## config.mk

```make
export PLATFORM = sky130hd
export DESIGN_NAME = vidx_load_seq
export DESIGN_NICKNAME = d
export VERILOG_FILES = /design/src/rtl/vls_pkg.sv /design/src/rtl/vls_skip_scan.sv /design/src/rtl/vls_elem_ctr.sv /design/src/rtl/vls_operand_path.sv /design/src/rtl/vidx_load_seq.sv
export SDC_FILE = /design/constraint.sdc
export NUM_CORES = 1
export LEC_CHECK = 0
export CAP_MARGIN = 5
export CORE_UTILIZATION = 25
export CTS_CLUSTER_DIAMETER = 80
export DETAILED_ROUTE_END_ITERATION = 10
export DONT_BUFFER_PORTS = 1
export HOLD_SLACK_MARGIN = 0.12
export SLEW_MARGIN = 15
export SYNTH_ARGS = -nofsm -noshare
export SYNTH_HDL_FRONTEND = slang
export SYNTH_SLANG_ARGS = --single-unit
```

## constraint.sdc

```tcl
create_clock -name clk -period 3.74 [get_ports clk]
set_input_delay 0.748 -clock clk [delete_from_list [all_inputs] [get_ports clk]]
set_output_delay 0.748 -clock clk [all_outputs]
set_load 0.02 [all_outputs]
```

## src/rtl/vls_pkg.sv

```systemverilog
// Package: shared state encoding and lane indices for the indexed load sequencer.
// Assumes: nothing beyond IEEE 1800-2017.
package vls_pkg;

    // Sequencer states
    typedef enum logic [2:0] {
        ST_IDLE = 3'd0,
        ST_SKIP = 3'd1,
        ST_READ = 3'd2,
        ST_REQ  = 3'd3,
        ST_WAIT = 3'd4,
        ST_FIN  = 3'd5
    } vls_state_e;

    // Lane numbering for the three element counters
    localparam int LANE_BASE = 0;
    localparam int LANE_OFS  = 1;
    localparam int LANE_DST  = 2;
    localparam int NLANE     = 3;

endpackage

```

## src/rtl/vls_skip_scan.sv

```systemverilog
// Module: finds the first enabled predicate position at or above a start index.
// Assumes: for a scalar lane the start index passes through unchanged; when no
// enabled position remains, the result is NE, which lies at or beyond any legal VL.
module vls_skip_scan #(
    parameter int NE = 8,
    parameter int CW = $clog2(NE + 1)
) (
    input  logic [NE-1:0] mask_i,
    input  logic [CW-1:0] from_i,
    input  logic          is_vec_i,
    output logic [CW-1:0] pos_o
);
    // Priority search from the top down so that the lowest match wins
    always_comb begin
        pos_o = is_vec_i ? CW'(NE) : from_i;
        if (is_vec_i) begin
            for (int b = NE - 1; b >= 0; b--) begin
                if (mask_i[b] && (CW'(b) >= from_i)) pos_o = CW'(b);
            end
        end
    end
endmodule

```

## src/rtl/vls_elem_ctr.sv

```systemverilog
// Module: one element counter with predicate skipping (base, offset or destination).
// Assumes: clear, skip and step are mutually exclusive strobes from the sequencer;
// step is issued only for an element that lay below VL.
module vls_elem_ctr #(
    parameter int NE = 8,
    parameter int CW = $clog2(NE + 1)
) (
    input  logic          clk,
    input  logic          rst_n,
    input  logic          clear_i,
    input  logic          skip_i,
    input  logic          step_i,
    input  logic          is_vec_i,
    input  logic [NE-1:0] mask_i,
    output logic [CW-1:0] cnt_o
);
    logic [CW-1:0] cnt_q;
    logic [CW-1:0] skip_pos;

    vls_skip_scan #(.NE(NE), .CW(CW)) u_scan (
        .mask_i  (mask_i),
        .from_i  (cnt_q),
        .is_vec_i(is_vec_i),
        .pos_o   (skip_pos)
    );

    // Counter update: clear on start, jump on skip, advance on vector step
    always_ff @(posedge clk) begin
        if (!rst_n)               cnt_q <= '0;
        else if (clear_i)         cnt_q <= '0;
        else if (skip_i)          cnt_q <= skip_pos;
        else if (step_i && is_vec_i) cnt_q <= cnt_q + CW'(1);
    end

    assign cnt_o = cnt_q;

    // a scalar lane never leaves position 0
    a_r5_scalar_holds: assert property (@(posedge clk) disable iff (!rst_n)
        !is_vec_i |-> (cnt_q == '0));

    // a step only follows an element that lay inside the mask range
    a_r6_step_in_range: assert property (@(posedge clk) disable iff (!rst_n)
        step_i |-> (cnt_q < CW'(NE)));
endmodule

```

## src/rtl/vls_operand_path.sv

```systemverilog
// Module: register-number generation for both read ports and the write port,
// plus the effective-address register.
// Assumes: the register file reads combinationally in the same cycle.
module vls_operand_path #(
    parameter int XLEN = 64,
    parameter int RW   = 5,
    parameter int CW   = 4
) (
    input  logic            clk,
    input  logic            rst_n,
    input  logic            capture_i,
    input  logic [RW-1:0]   base_reg_i,
    input  logic [RW-1:0]   ofs_reg_i,
    input  logic [RW-1:0]   dst_reg_i,
    input  logic            base_vec_i,
    input  logic            ofs_vec_i,
    input  logic            dst_vec_i,
    input  logic [CW-1:0]   cnt_i_i,
    input  logic [CW-1:0]   cnt_k_i,
    input  logic [CW-1:0]   cnt_j_i,
    input  logic [XLEN-1:0] rfa_data_i,
    input  logic [XLEN-1:0] rfb_data_i,
    output logic [RW-1:0]   rfa_addr_o,
    output logic [RW-1:0]   rfb_addr_o,
    output logic [RW-1:0]   wb_idx_o,
    output logic [XLEN-1:0] ea_o
);
    logic [XLEN-1:0] ea_q;

    // Vector operands offset their register number by their counter
    always_comb begin
        rfa_addr_o = base_vec_i ? (base_reg_i + RW'(cnt_i_i)) : base_reg_i;
        rfb_addr_o = ofs_vec_i  ? (ofs_reg_i  + RW'(cnt_k_i)) : ofs_reg_i;
        wb_idx_o   = dst_vec_i  ? (dst_reg_i  + RW'(cnt_j_i)) : dst_reg_i;
    end

    // Effective address: wrapping sum of the two operands, held for the request
    always_ff @(posedge clk) begin
        if (!rst_n)         ea_q <= '0;
        else if (capture_i) ea_q <= rfa_data_i + rfb_data_i;
    end

    assign ea_o = ea_q;
endmodule

```

## src/rtl/vidx_load_seq.sv

```systemverilog
// Module: top of the predicated indexed vector load sequencer.
// Assumes: vl_i never exceeds NE; memory returns exactly one response per
// accepted request; register file reads are combinational.
module vidx_load_seq
    import vls_pkg::*;
#(
    parameter int NE   = 8,
    parameter int RW   = 5,
    parameter int XLEN = 64,
    localparam int CW  = $clog2(NE + 1)
) (
    input  logic            clk,
    input  logic            rst_n,
    input  logic            start_i,
    input  logic [CW-1:0]   vl_i,
    input  logic [NE-1:0]   src_mask_i,
    input  logic [NE-1:0]   dst_mask_i,
    input  logic            base_vec_i,
    input  logic            ofs_vec_i,
    input  logic            dst_vec_i,
    input  logic [RW-1:0]   base_reg_i,
    input  logic [RW-1:0]   ofs_reg_i,
    input  logic [RW-1:0]   dst_reg_i,
    output logic [RW-1:0]   rfa_addr_o,
    input  logic [XLEN-1:0] rfa_data_i,
    output logic [RW-1:0]   rfb_addr_o,
    input  logic [XLEN-1:0] rfb_data_i,
    output logic            mem_req_valid_o,
    input  logic            mem_req_ready_i,
    output logic [XLEN-1:0] mem_req_addr_o,
    input  logic            mem_rsp_valid_i,
    input  logic [XLEN-1:0] mem_rsp_data_i,
    output logic            wb_en_o,
    output logic [RW-1:0]   wb_addr_o,
    output logic [XLEN-1:0] wb_data_o,
    output logic            busy_o,
    output logic            done_o
);
    vls_state_e      state_q, state_d;
    logic [CW-1:0]   vl_q;
    logic [NE-1:0]   smask_q, dmask_q;
    logic [NLANE-1:0] vec_q;
    logic [RW-1:0]   base_reg_q, ofs_reg_q, dst_reg_q;
    logic            wb_en_q;
    logic [RW-1:0]   wb_addr_q;
    logic [XLEN-1:0] wb_data_q;

    logic            take_start, do_skip, do_step, do_capture, out_of_range, all_scalar;
    logic [NE-1:0]   lane_mask [NLANE];
    logic [CW-1:0]   lane_cnt  [NLANE];
    logic [RW-1:0]   wb_idx;
    logic [XLEN-1:0] ea;

    assign take_start = (state_q == ST_IDLE) && start_i;
    assign do_skip    = (state_q == ST_SKIP);
    assign do_step    = (state_q == ST_WAIT) && mem_rsp_valid_i;
    assign all_scalar = (vec_q == '0);

    // Any counter at or past VL ends the run
    always_comb begin
        out_of_range = 1'b0;
        for (int l = 0; l < NLANE; l++) begin
            if (lane_cnt[l] >= vl_q) out_of_range = 1'b1;
        end
    end
    assign do_capture = (state_q == ST_READ) && !out_of_range;

    // Lane predicate selection: base and offset follow the source mask
    assign lane_mask[LANE_BASE] = smask_q;
    assign lane_mask[LANE_OFS]  = smask_q;
    assign lane_mask[LANE_DST]  = dmask_q;

    // One counter per lane
    for (genvar l = 0; l < NLANE; l++) begin : g_lane
        vls_elem_ctr #(.NE(NE), .CW(CW)) u_ctr (
            .clk     (clk),
            .rst_n   (rst_n),
            .clear_i (take_start),
            .skip_i  (do_skip),
            .step_i  (do_step),
            .is_vec_i(vec_q[l]),
            .mask_i  (lane_mask[l]),
            .cnt_o   (lane_cnt[l])
        );
    end

    vls_operand_path #(.XLEN(XLEN), .RW(RW), .CW(CW)) u_opnd (
        .clk       (clk),
        .rst_n     (rst_n),
        .capture_i (do_capture),
        .base_reg_i(base_reg_q),
        .ofs_reg_i (ofs_reg_q),
        .dst_reg_i (dst_reg_q),
        .base_vec_i(vec_q[LANE_BASE]),
        .ofs_vec_i (vec_q[LANE_OFS]),
        .dst_vec_i (vec_q[LANE_DST]),
        .cnt_i_i   (lane_cnt[LANE_BASE]),
        .cnt_k_i   (lane_cnt[LANE_OFS]),
        .cnt_j_i   (lane_cnt[LANE_DST]),
        .rfa_data_i(rfa_data_i),
        .rfb_data_i(rfb_data_i),
        .rfa_addr_o(rfa_addr_o),
        .rfb_addr_o(rfb_addr_o),
        .wb_idx_o  (wb_idx),
        .ea_o      (ea)
    );

    // Configuration capture on an accepted start
    always_ff @(posedge clk) begin
        if (!rst_n) begin
            vl_q <= '0; smask_q <= '0; dmask_q <= '0; vec_q <= '0;
            base_reg_q <= '0; ofs_reg_q <= '0; dst_reg_q <= '0;
        end else if (take_start) begin
            vl_q       <= vl_i;
            smask_q    <= src_mask_i;
            dmask_q    <= dst_mask_i;
            vec_q      <= {dst_vec_i, ofs_vec_i, base_vec_i};
            base_reg_q <= base_reg_i;
            ofs_reg_q  <= ofs_reg_i;
            dst_reg_q  <= dst_reg_i;
        end
    end

    // Next-state logic of the element sequencer
    always_comb begin
        state_d = state_q;
        unique case (state_q)
            ST_IDLE: if (start_i) state_d = ST_SKIP;
            ST_SKIP: state_d = ST_READ;
            ST_READ: state_d = out_of_range ? ST_FIN : ST_REQ;
            ST_REQ:  if (mem_req_ready_i) state_d = ST_WAIT;
            ST_WAIT: if (mem_rsp_valid_i) state_d = all_scalar ? ST_FIN : ST_SKIP;
            ST_FIN:  state_d = ST_IDLE;
            default: state_d = ST_IDLE;
        endcase
    end

    // State register
    always_ff @(posedge clk) begin
        if (!rst_n) state_q <= ST_IDLE;
        else        state_q <= state_d;
    end

    // Registered write-back of each response
    always_ff @(posedge clk) begin
        if (!rst_n) begin
            wb_en_q <= 1'b0; wb_addr_q <= '0; wb_data_q <= '0;
        end else begin
            wb_en_q <= do_step;
            if (do_step) begin
                wb_addr_q <= wb_idx;
                wb_data_q <= mem_rsp_data_i;
            end
        end
    end

    assign mem_req_valid_o = (state_q == ST_REQ);
    assign mem_req_addr_o  = ea;
    assign wb_en_o         = wb_en_q;
    assign wb_addr_o       = wb_addr_q;
    assign wb_data_o       = wb_data_q;
    assign busy_o          = (state_q != ST_IDLE);
    assign done_o          = (state_q == ST_FIN);

    // a pending request keeps its valid and address
    a_r1_req_hold: assert property (@(posedge clk) disable iff (!rst_n)
        mem_req_valid_o && !mem_req_ready_i |=> mem_req_valid_o && $stable(mem_req_addr_o));

    // an accepted request is not followed at once by another
    a_r8_one_outstanding: assert property (@(posedge clk) disable iff (!rst_n)
        mem_req_valid_o && mem_req_ready_i |=> !mem_req_valid_o);

    // in an all-scalar run the write-back coincides with the end
    a_r7_scalar_single: assert property (@(posedge clk) disable iff (!rst_n)
        wb_en_o && all_scalar |-> done_o);

    // done lasts exactly one cycle
    a_r9_done_pulse: assert property (@(posedge clk) disable iff (!rst_n)
        done_o |=> !done_o);

    // a start while busy leaves the captured configuration alone
    a_r10_cfg_held: assert property (@(posedge clk) disable iff (!rst_n)
        busy_o && start_i |=> $stable(dst_reg_q) && $stable(vl_q) && $stable(vec_q));

    // an idle block issues no request
    a_r11_idle_quiet: assert property (@(posedge clk) disable iff (!rst_n)
        !busy_o |-> !mem_req_valid_o);
endmodule

```

# Word-level counts from Yosys, hierarchy flattened
# Cells that the tools add are included.
[op_classes]
eq_ne = 8
n_mux = 48
order_cmp = 27
reduce_logical = 39
add_sub_neg = 7
n_bitwise = 1
[ops]
columns = ["cell", "n"]
rows = [
  ["$mux 4", 36],
  ["$add 64x64->64", 1],
  ["$ge 3x4->1 const A", 12],
  ["$logic_and 1x1->1", 30],
  ["$ge 1x4->1 const A", 6],
  ["$ge 2x4->1 const A", 6],
  ["$add 5x4->5", 3],
  ["$mux 3", 5],
  ["$mux 5", 3],
  ["$pmux 3 s5", 1],
  ["$add 4x1->4 const B", 3],
  ["$ge 4x4->1", 3],
  ["$eq 3x2->1 const B", 2],
  ["$eq 3x3->1 const B", 2],
  ["$logic_not 3->1", 2],
  ["$reduce_bool 2->1", 3],
  ["$ne 2x2->1 const B", 2],
  ["$eq 3x1->1 const B", 1],
  ["$mux 1", 3],
  ["$reduce_and 3->1", 1],
  ["$reduce_bool 3->1", 1],
  ["$ne 2x1->1 const B", 1],
  ["$reduce_or 2->1", 1],
  ["$logic_not 1->1", 1],
  ["$not 1->1", 1],
]
[totals]
elab_cells = 145
ff_bits = 187
output_inout_bits = 147
input_bits = 235

# Logic depth before layout (Yosys ltp)
# Gate-level depths: netlist (run 1).
[depth]
ltp_word = 12
ltp_mapped = 14
mapped_depth_nobuf = 12

# By module
# A second synthesis (run 1) with hierarchy kept.
[unflattened]
cells_unflattened = 1541
hier_area_um2 = 12369.4
[by_module_without_submodules]
columns = ["mod", "instances", "area_per_inst_um2", "cells_per_inst", "seq_area_each_um2"]
rows = [
  ["vls_operand_path", 1, 6676.4, 845, 1281.2],
  ["vidx_load_seq", 1, 4450.5, 525, 2222.1],
  ["vls_elem_ctr", 3, 211.5, 24, 80.1],
  ["vls_skip_scan", 3, 202.7, 33, 0.0],
]

# Worst setup path after synthesis (run 1)
# OpenSTA, ideal clock, no wires.
[synth_path]
kind = "in2reg"
start = "input port rfa_data_i[0]"
end = "register u_opnd.ea_q[56], in the netlist u_opnd.ea_o[56]"
t_required_ns = 3.676
setup_slack_ns = 0.352
setup_ns = 0.064
n_path_buf = 0
cell_stages = 12
arrival_time_ns = 3.324
cell_sequence = "ha_1 > fa_1 > a21oi_1 > o211ai_1 > a21oi_1 > o21ai_1 > nand4_1 > o21ai_1 > a2111oi_2 > nor3_1 > or4_1 > nand4_1"
[synth_between]
elab_chain_len = 1
[synth_rtl]
columns = ["item", "line", "text"]
rows = [
  ["start, declared", "vidx_load_seq.sv:25", "input logic [XLEN-1:0] rfa_data_i,"],
  ["$add 64x64->64", "vls_operand_path.sv:40", "else if (capture_i) ea_q <= rfa_data_i + rfb_data_i;"],
  ["end signal, assigned", "vls_operand_path.sv:40", ""],
  ["end, declared", "vls_operand_path.sv:28", "logic [XLEN-1:0] ea_q;"],
]
# No other way between the ends.
# A chain may end at the register's enable or synchronous reset.

# Worst setup path after layout (run 1)
[layout_path]
start = "input port rfa_data_i[17]"
end = "register u_opnd.ea_q[61], in the netlist u_opnd.ea_o[61]"
# The elaborated chain is that of the path after synthesis.

==> impl_metrics.csv, run 1 <==
group,metric,value,unit
run_status,status,"finished, final reports clean",
clock_tree,clk_latency,0.49,ns
clock_tree,cts_resized,0,
sta,max_slew_margin,28.3,%
synth,synth_edf_count,0,
routing,first_pass_iters,5,
synth,synth_cell_types,65,
sta,final.setup.worst_slack,0.393,ns
setup_path,cp_slowest_cell,"or3_1",
clock_tree,clk_pin_slew,0.09,ns
clock_tree,cts_root_buffer,"clkbuf_16",
setup_path,cp-start-kind,"primary input",
routing,viasPerCell,5.21,
synth,ys_seq_area_share,31.7,%
finish,final_area,13000,um^2
setup_path,endpoint,"u_opnd.ea_o[61]$_SDFFE_PN0N_",
synth,synth_flop_cell,"dfxtp_1",
clock_tree,clockBufferDepth,2,
floorplanning,design.core.area,46600,um^2
floorplanning,die_area,48100,um^2
synth,synth_cells,1593,
sta,slew_viol_final,0,
worst_hold_path,hp-class,"primary input to flop",
pwr,p_leak,4.72,nW
routing,drc,0,
floorplanning,initial_core_util,25.4,%
place,portBuffers,0,
place,placed_cell_area,12400,um^2
synth,synth_warnings,0,
routing,drtAntennaViolNets,0,
floorplanning,die_height,219,um
sta,setup_violations,0,
clock_tree,cts_setup_buffers,0,
place,gp_congestion,0.894,
sta,fmax,0.299,GHz
floorplanning,die_w,219,um
synth,syn_area,11800,um^2
sta,tightest_slew,1.07,ns
setup_path,path_max_fanout,6,
setup_path,cpMostUsedCell,"a31o_2",
place,dp_hpwl,31400,um
setup_path,path_depth,11,
grt,grt_pass1_vias,10229,
setup_path,cp.arrival,3.73,ns
routing,wl,40700,um
sta,finClkSkew,0.0186,ns
grt,grt_use_total,16.3,%
floorplanning,io-pin-count,382,
setup_path,r2r-end,"u_opnd.ea_o[61]$_SDFFE_PN0N_",
finish,area_growth,9.95,%
setup_path,path_cells,"ha_1, nand4_1, or3_1, a2111oi_0, buf_4, o31ai_1, o21ai_1, a31o_2, a31o_2, a211oi_1, a311o_1",
sta,period_share,89.5,%
sta,fin_tns_setup,0,ns
setup_path,path_class,"primary input to flop",
finish,layout_commonest_cell,"nand2_1",
finish,nNetsFinal,1874,
synth,async_reset_ff_share,0,%
routing,via_count,11262,
grt,grt_pass1_wl,59700,um
finish,final_cell_mix,"nand2_1, a21oi_1, dfxtp_1",
grt,grt_max_degree,81,
setup_path,cp.required,4.12,ns
pwr,total_power,5.16,mW
setup_path,r2r_cells,10,
synth,syn_avg_cell_area,7.42,um^2
synth,synth-seq-cells,187,
sta,hold_slack,0.379,ns
grt,antenna_found_initial,8,
place,place_ws,-0.0709,ns
routing,routedWlPerCell,18.8,um
sta,fin_crit,3.35,ns
setup_path,critPathTopFamily,"compound AO/OA/AOI/OAI gates",
synth,mappedNetlistNets,1928,
clock_tree,ctsHoldBuffers,0,
finish,fill_cells,5037,
pwr,peakVddDrop,0.000334,V
grt,grt_overflow,0,
clock_tree,htreeDepth,4,
sta,rsz0062_at_grt,"false",
sta,finalHoldViolations,0,
pwr,power_density,397,nW/um^2
floorplanning,rows,79,
routing,drt_iter0_markers,752,
finish,drive_gt1_share,4.51,%
setup_path,worstSetupEndpointType,"flop",
flow_run,drv_cap,0,
setup_path,r2r_setup_slack,0.63,ns
setup_path,cp_slowest_stage_delay,0.47,ns
setup_path,critPathBufInv,1,
setup_path,crit_start,"rfa_data_i[17]",
clock_tree,cts_buffers,17,
clock_tree,clock_sinks,187,
clock_tree,cts_tree,"done",
registers in the layout, indices dropped and copies added (netlist names), named ones only:
signal	flops
wb_addr_o	5
dmask_q	8
dst_reg_q	5
smask_q	8
vec_q	3
base_reg_q	5
wb_en_o	1
vl_q	4
u_opnd.ea_o	64
state_q	3
ofs_reg_q	5
wb_data_o	64
per-stage QoR:
| stage | util, % | cells |
|---|---|---|
| 6_report | 27.9 | 2162 |
| 3_5_place_dp | 26.6 | 2127 |
| 5_1_grt | 27.9 | 2158 |
| 4_1_cts | 27.9 | 2158 |
| 3_3_place_gp | 26.6 | 2127 |
| 2_1_floorplan | - | 1593 |
final cells by class:
type	instances	area [um^2]	share of cell area (%)
diodes	4	10.0	0.0770
clock buffers	19	453	3.49
clock inverters	12	151	1.17
inverters	55	209	1.61
multi-input cells	1261	7540	58.0
flip-flops and latches	187	3740	28.8
well taps	607	759	5.85
repair buffers	17	128	0.982
report_power, final:
| part | total, mW | switching, mW | internal [mW] |
|---|---|---|---|
| clock | 1.93 | 0.949 | 0.985 |
| combinational | 1.09 | 0.678 | 0.413 |
| sequential | 2.13 | 0.0867 | 2.04 |
| total | 5.16 | 1.71 | 3.44 |
worst min path at each step:
stage	end	cells past startpoint	slack, ns	from
2_1_floorplan	dmask_q[6]$_SDFFE_PN0P_	2	0.43	dmask_q[6]$_SDFFE_PN0P_
3_3_place_gp	vl_q[1]$_SDFFE_PN0P_	2	0.45	vl_q[1]$_SDFFE_PN0P_
3_5_place_dp	smask_q[7]$_SDFFE_PN0P_	2	0.45	smask_q[7]$_SDFFE_PN0P_
4_1_cts	wb_data_o[20]$_SDFFE_PN0P_	2	0.33	mem_rsp_data_i[20]
5_1_grt	wb_data_o[20]$_SDFFE_PN0P_	2	0.33	mem_rsp_data_i[20]
6_report	ofs_reg_q[4]$_SDFFE_PN0P_	2	0.38	ofs_reg_i[4]
cell usage after synthesis, drive strengths merged, types with 16 or more instances:
cell type / number / share of area [%]
nor2: 86 / 2.7
a21boi: 25 / 1.6
and2: 27 / 1.5
xnor2: 48 / 3.6
nand2: 342 / 11
nand4: 26 / 1.4
nor3: 17 / 0.72
dfxtp: 187 / 32
a21oi: 220 / 9.3
o21ai: 102 / 4.3
a21o: 26 / 1.7
nand3: 39 / 1.7
o211ai: 16 / 1.0
ha: 96 / 10
xor2: 21 / 1.6
inv: 55 / 1.7
clkbuf: 83 / 2.6
metal layers:
metal / track usage (%) / routed length (um)
met1: 20.6 / 17800
met2: 25.5 / 18800
met3: 6.11 / 3200
met4: 4.61 / 723
met5: 0 / 88
cells by family after synthesis:
kind of cell,Yosys count,synth area share [%]
compound gates,485,24.6
flops,187,31.7
simple gates,597,22.2
buf+inv,145,4.70
mux,10,0.911
xor+xnor,69,5.11
fa+ha+maj,100,10.8
Note: power is estimated with default switching activity, not from simulation.
==> inputs of run 2 (changes only) <==
--- a/config.mk
+++ b/config.mk
@@ -5,11 +5,11 @@
 export SDC_FILE = /design/constraint.sdc
 export NUM_CORES = 1
 export LEC_CHECK = 0
+export BUFFER_PORTS_ARGS = -buffer_cell sky130_fd_sc_hd__buf_4
 export CAP_MARGIN = 5
 export CORE_UTILIZATION = 25
 export CTS_CLUSTER_DIAMETER = 80
 export DETAILED_ROUTE_END_ITERATION = 10
-export DONT_BUFFER_PORTS = 1
 export HOLD_SLACK_MARGIN = 0.12
 export SLEW_MARGIN = 15
 export SYNTH_ARGS = -nofsm -noshare
==> impl_metrics.csv, run 2 (synthesis results as in run 1) <==
group,metric,value,unit
run_status,status,"finished, final reports clean",
setup_path,path_cells,"buf_4, ha_1, nand4_1, or3_1, a2111oi_0, buf_4, o31ai_1, o21ai_1, a31o_2, a31o_2, a211oi_1, a311o_1",
floorplanning,io-pin-count,382,
grt,grt_max_degree,73,
pwr,peakVddDrop,0.000345,V
place,gp_congestion,0.903,
clock_tree,clk_latency,0.50,ns
finish,layout_commonest_cell,"buf_4",
routing,topRoutingLayerUsed,"met5",
clock_tree,clockBufferDepth,2,
floorplanning,die_area,48100,um^2
worst_hold_path,worstHoldStart,"wb_data_o[26]$_SDFFE_PN0P_",
routing,wl_met1,19700,um
clock_tree,cts_root_buffer,"clkbuf_16",
clock_tree,cts_buffers,17,
floorplanning,initial_core_util,25.4,%
routing,first_pass_iters,5,
clock_tree,ctsHoldBuffers,0,
floorplanning,die_w,219,um
pwr,power_density,340,nW/um^2
finish,area_growth,35.0,%
finish,nNetsFinal,2266,
floorplanning,die_height,219,um
clock_tree,cts_resized,0,
setup_path,r2r-end,"u_opnd.ea_o[46]$_SDFFE_PN0N_",
sta,tightest_slew,0.783,ns
setup_path,path_max_fanout,5,
setup_path,r2r_setup_slack,0.65,ns
sta,rsz0062_at_grt,"false",
setup_path,critPathTopFamily,"compound AO/OA/AOI/OAI gates",
sta,setup_violations,0,
grt,grt_use_total,17.5,%
routing,wl,43400,um
routing,drtAntennaViolNets,0,
floorplanning,design.core.area,46600,um^2
worst_hold_path,hold_depth,2,
sta,fmax,0.290,GHz
sta,slew_viol_final,0,
place,placed_cell_area,15300,um^2
clock_tree,htreeDepth,4,
sta,hold_slack,0.456,ns
floorplanning,rows,79,
worst_hold_path,hp-class,"flop to flop",
clock_tree,cts_tree,"done",
sta,fin_crit,3.44,ns
routing,met2_length,20000,um
sta,finalHoldViolations,0,
routing,dr_wl_met3,2700,um
grt,grt_pass1_wl,65000,um
place,dp_hpwl,33900,um
routing,viasPerCell,4.90,
pwr,p_leak,6.70,nW
clock_tree,clock_sinks,187,
clock_tree,cts_setup_buffers,0,
routing,drc,0,
place,portBuffers,381,
setup_path,critPathBufInv,2,
setup_path,cp.required,4.13,ns
worst_hold_path,hold_end,"wb_data_o[26]$_SDFFE_PN0P_",
finish,final_area,15900,um^2
finish,final_cell_mix,"buf_4, nand2_1, a21oi_1",
setup_path,path_class,"primary input to flop",
routing,drt_iter0_markers,739,
routing,routedWlPerCell,17.0,um
grt,grt_pass1_vias,11560,
grt,grt_overflow,0,
grt,antenna_found_initial,3,
flow_run,drv_cap,0,
routing,via_count,12521,
sta,max_slew_margin,47.8,%
setup_path,cp_slowest_stage_delay,0.59,ns
sta,period_share,92.1,%
sta,finClkSkew,0.0180,ns
finish,drive_gt1_share,23.8,%
setup_path,r2r_cells,12,
setup_path,worstSetupEndpointType,"flop",
setup_path,cp-start-kind,"primary input",
clock_tree,clk_pin_slew,0.08,ns
setup_path,cp_slowest_cell,"a2111oi_0",
setup_path,cp.arrival,3.83,ns
==> run 2: cell count changes in the layout (fill, tap and decap cells not counted), sizes merged <==
cell,before,now
clkinv,5,6
clkinvlp,0,1
buf,17,409
diode,4,2
clkbuf,19,18
==> run 2: report_power, final <==
part / leakage (nW) / switching [mW] / internal [mW]
sequential: 1.51 / 0.0605 / 2.04
combinational: 4.90 / 0.768 / 0.609
clock: 0.296 / 0.972 / 0.973
==> run 2: area by class of cell <==
class                      count  area (um^2)
multi-input combinational   1261         7540
antenna                        2         5.00
tap                          607          759
inverter                      55          209
clock buffer                  18          439
timing repair buffer         409         3080
clock inverter                14          173
sequential                   187         3740
fill                        4917        30600
==> run 2: worst register-to-register path, delay by kind of cell, from the launching register on <==
family                   cells  cell delay [ns]
buffers and inverters        3             0.66
adder cells (fa/ha/maj)      1             0.30
AND/OR/NAND/NOR              5             1.22
flip-flops                   1             0.41
AO/OA/AOI/OAI                3             0.44
==> run 2: worst max path at each step <==
stage	endpoint	cells past startpoint	slack, ns	startpoint
floorplan	u_opnd.ea_o[56]$_SDFFE_PN0N_	12	0.35	rfa_data_i[0]
global placement	u_opnd.ea_o[61]$_SDFFE_PN0N_	12	-0.06	rfa_data_i[18]
detailed placement	u_opnd.ea_o[56]$_SDFFE_PN0N_	13	-0.11	rfa_data_i[0]
CTS	u_opnd.ea_o[56]$_SDFFE_PN0N_	13	0.43	rfa_data_i[0]
global route	u_opnd.ea_o[56]$_SDFFE_PN0N_	13	0.16	rfa_data_i[0]
finish	u_opnd.ea_o[61]$_SDFFE_PN0N_	12	0.30	rfa_data_i[18]
==> run 2: per-stage QoR <==
step | instances | TNS [ns] | worst slack, ns | utilization, % | power, mW
4_1_cts | 2551 | 0 | 0.427 | 34.2 | 5.50
5_1_grt | 2551 | 0 | 0.155 | 34.2 | 5.71
3_3_place_gp | 2519 | -0.146 | -0.0639 | 32.9 | 3.51
3_5_place_dp | 2519 | -0.229 | -0.112 | 32.9 | 3.52
2_1_floorplan | 1593 | 0 | 0.352 | - | 2.99
6_report | 2553 | 0 | 0.295 | 34.3 | 5.43
==> run 2: routing by layer <==
metal  track usage (%)  vias up
met4              6.55        6
met3              4.20       53
met5                 0        -
met1              23.4     5861
li1                  -     6242
met2              27.1      359
==> inputs of run 3 (changes only) <==
==> constraint.sdc (replaced) <==
create_clock -name clk -period 4.3 [get_ports clk]
set_input_delay 0.86 -clock clk [delete_from_list [all_inputs] [get_ports clk]]
set_output_delay 0.86 -clock clk [all_outputs]
set_load 0.02 [all_outputs]
==> impl_metrics.csv, run 3 (synthesis results as in run 1) <==
group,metric,value,unit
run_status,status,"finished, final reports clean",
setup_path,worstSetupEndpointType,"flop",
place,placed_cell_area,15200,um^2
pwr,p_leak,6.62,nW
routing,first_pass_iters,5,
grt,grt_overflow,0,
floorplanning,io-pin-count,382,
setup_path,cp.required,4.73,ns
finish,fin_util,33.9,%
sta,period_share,86.6,%
sta,fin_crit,3.72,ns
pwr,power_density,300,nW/um^2
setup_path,path_max_fanout,5,
sta,finClkSkew,0.0106,ns
setup_path,cp-start-kind,"primary input",
finish,fill_cells,4900,
setup_path,path_class,"primary input to flop",
finish,register_area,3740,um^2
clock_tree,cts_buffers,17,
floorplanning,design.core.area,46600,um^2
clock_tree,clockBufferDepth,2,
finish,final_cell_mix,"buf_4, nand2_1, a21oi_1",
routing,drt_iter0_markers,788,
sta,fin_tns_setup,0,ns
clock_tree,cts_root_buffer,"clkbuf_16",
grt,grt_pass1_wl,63800,um
routing,drtAntennaViolNets,0,
grt,grt_pass1_vias,11429,
pwr,total_power,4.74,mW
routing,via_count,12455,
finish,final_cells,2536,
grt,grt_max_degree,74,
routing,drc,0,
finish,final_area,15800,um^2
floorplanning,initial_core_util,25.4,%
clock_tree,ctsHoldBuffers,0,
sta,setup_violations,0,
flow_run,drv_cap,0,
sta,final.setup.worst_slack,0.575,ns
place,portBuffers,381,
place,dp_cells,2501,
floorplanning,rows,79,
finish,nNetsFinal,2248,
finish,drive_gt1_share,23.1,%
clock_tree,clk_pin_slew,0.08,ns
place,gp_congestion,0.918,
clock_tree,clock_sinks,187,
place,place_ws,0.115,ns
worst_hold_path,worstHoldStart,"wb_data_o[56]$_SDFFE_PN0P_",
setup_path,crit_start,"rfa_data_i[0]",
finish,layout_commonest_cell,"buf_4",
grt,grt_use_total,17.2,%
floorplanning,die_height,219,um
worst_hold_path,hp-class,"flop to flop",
clock_tree,cts_setup_buffers,0,
pwr,peakVddDrop,0.000266,V
finish,area_growth,33.8,%
clock_tree,cts_resized,0,
sta,tightest_slew,0.837,ns
setup_path,cp.arrival,4.16,ns
sta,fmax,0.268,GHz
clock_tree,htreeDepth,4,
sta,rsz0062_at_grt,"false",
finish,multi_input_area,7540,um^2
routing,viasPerCell,4.91,
floorplanning,die_w,219,um
place,dp_hpwl,33000,um
grt,antenna_found_initial,3,
sta,slew_viol_final,0,
sta,max_slew_margin,44.2,%
routing,wl,42600,um
routing,routedWlPerCell,16.8,um
clock_tree,cts_tree,"done",
sta,hold_slack,0.456,ns
sta,finalHoldViolations,0,
floorplanning,die_area,48100,um^2
clock_tree,clk_latency,0.49,ns
## run 3: final timing paths
path                                        to  slack [ns]  cells after the start
setup / recovery  u_opnd.ea_o[56]$_SDFFE_PN0N_        0.58                     13
hold / removal      wb_data_o[56]$_SDFFE_PN0P_        0.46                      2
setup reg to reg   u_opnd.ea_o[4]$_SDFFE_PN0N_        1.09                     12
hold reg to reg     wb_data_o[56]$_SDFFE_PN0P_        0.46                      2
## run 3: metal layers
metal | up-vias | part of all wire [%] | GRT usage [%] | routed length [um]
met5 | - | 0.047 | 0 | 20
met4 | 4 | 2.3 | 6.02 | 960
met3 | 59 | 6.3 | 4.80 | 2690
met2 | 387 | 47 | 27.6 | 20000
met1 | 5816 | 44 | 22.0 | 18900
li1 | 6189 | - | - | -
## run 3: final cells by class
class / instances / area share (%)
inverter: 55 / 1.32
timing repair buffer: 391 / 18.6
tap: 607 / 4.81
clock buffer: 18 / 2.78
multi-input combinational: 1261 / 47.7
sequential: 187 / 23.7
clock inverter: 14 / 1.11
antenna: 3 / 0.0475
## run 3: critical path, stage by stage
cell       delay [ns]
buf_4            0.11
ha_1             0.22
fa_1             0.41
a21oi_1          0.25
o211ai_1         0.16
a21oi_1          0.26
o21ai_1          0.17
nand4_1          0.18
o21ai_1          0.26
a2111oi_2        0.48
nor3_1           0.18
or4_1            0.52
nand4_1          0.08
## run 3: report_power, final
part / internal, mW / total [mW] / switching (mW)
combinational: 0.516 / 1.18 / 0.660
clock: 0.896 / 1.73 / 0.834
sequential: 1.78 / 1.83 / 0.0527
total: 3.19 / 4.74 / 1.55
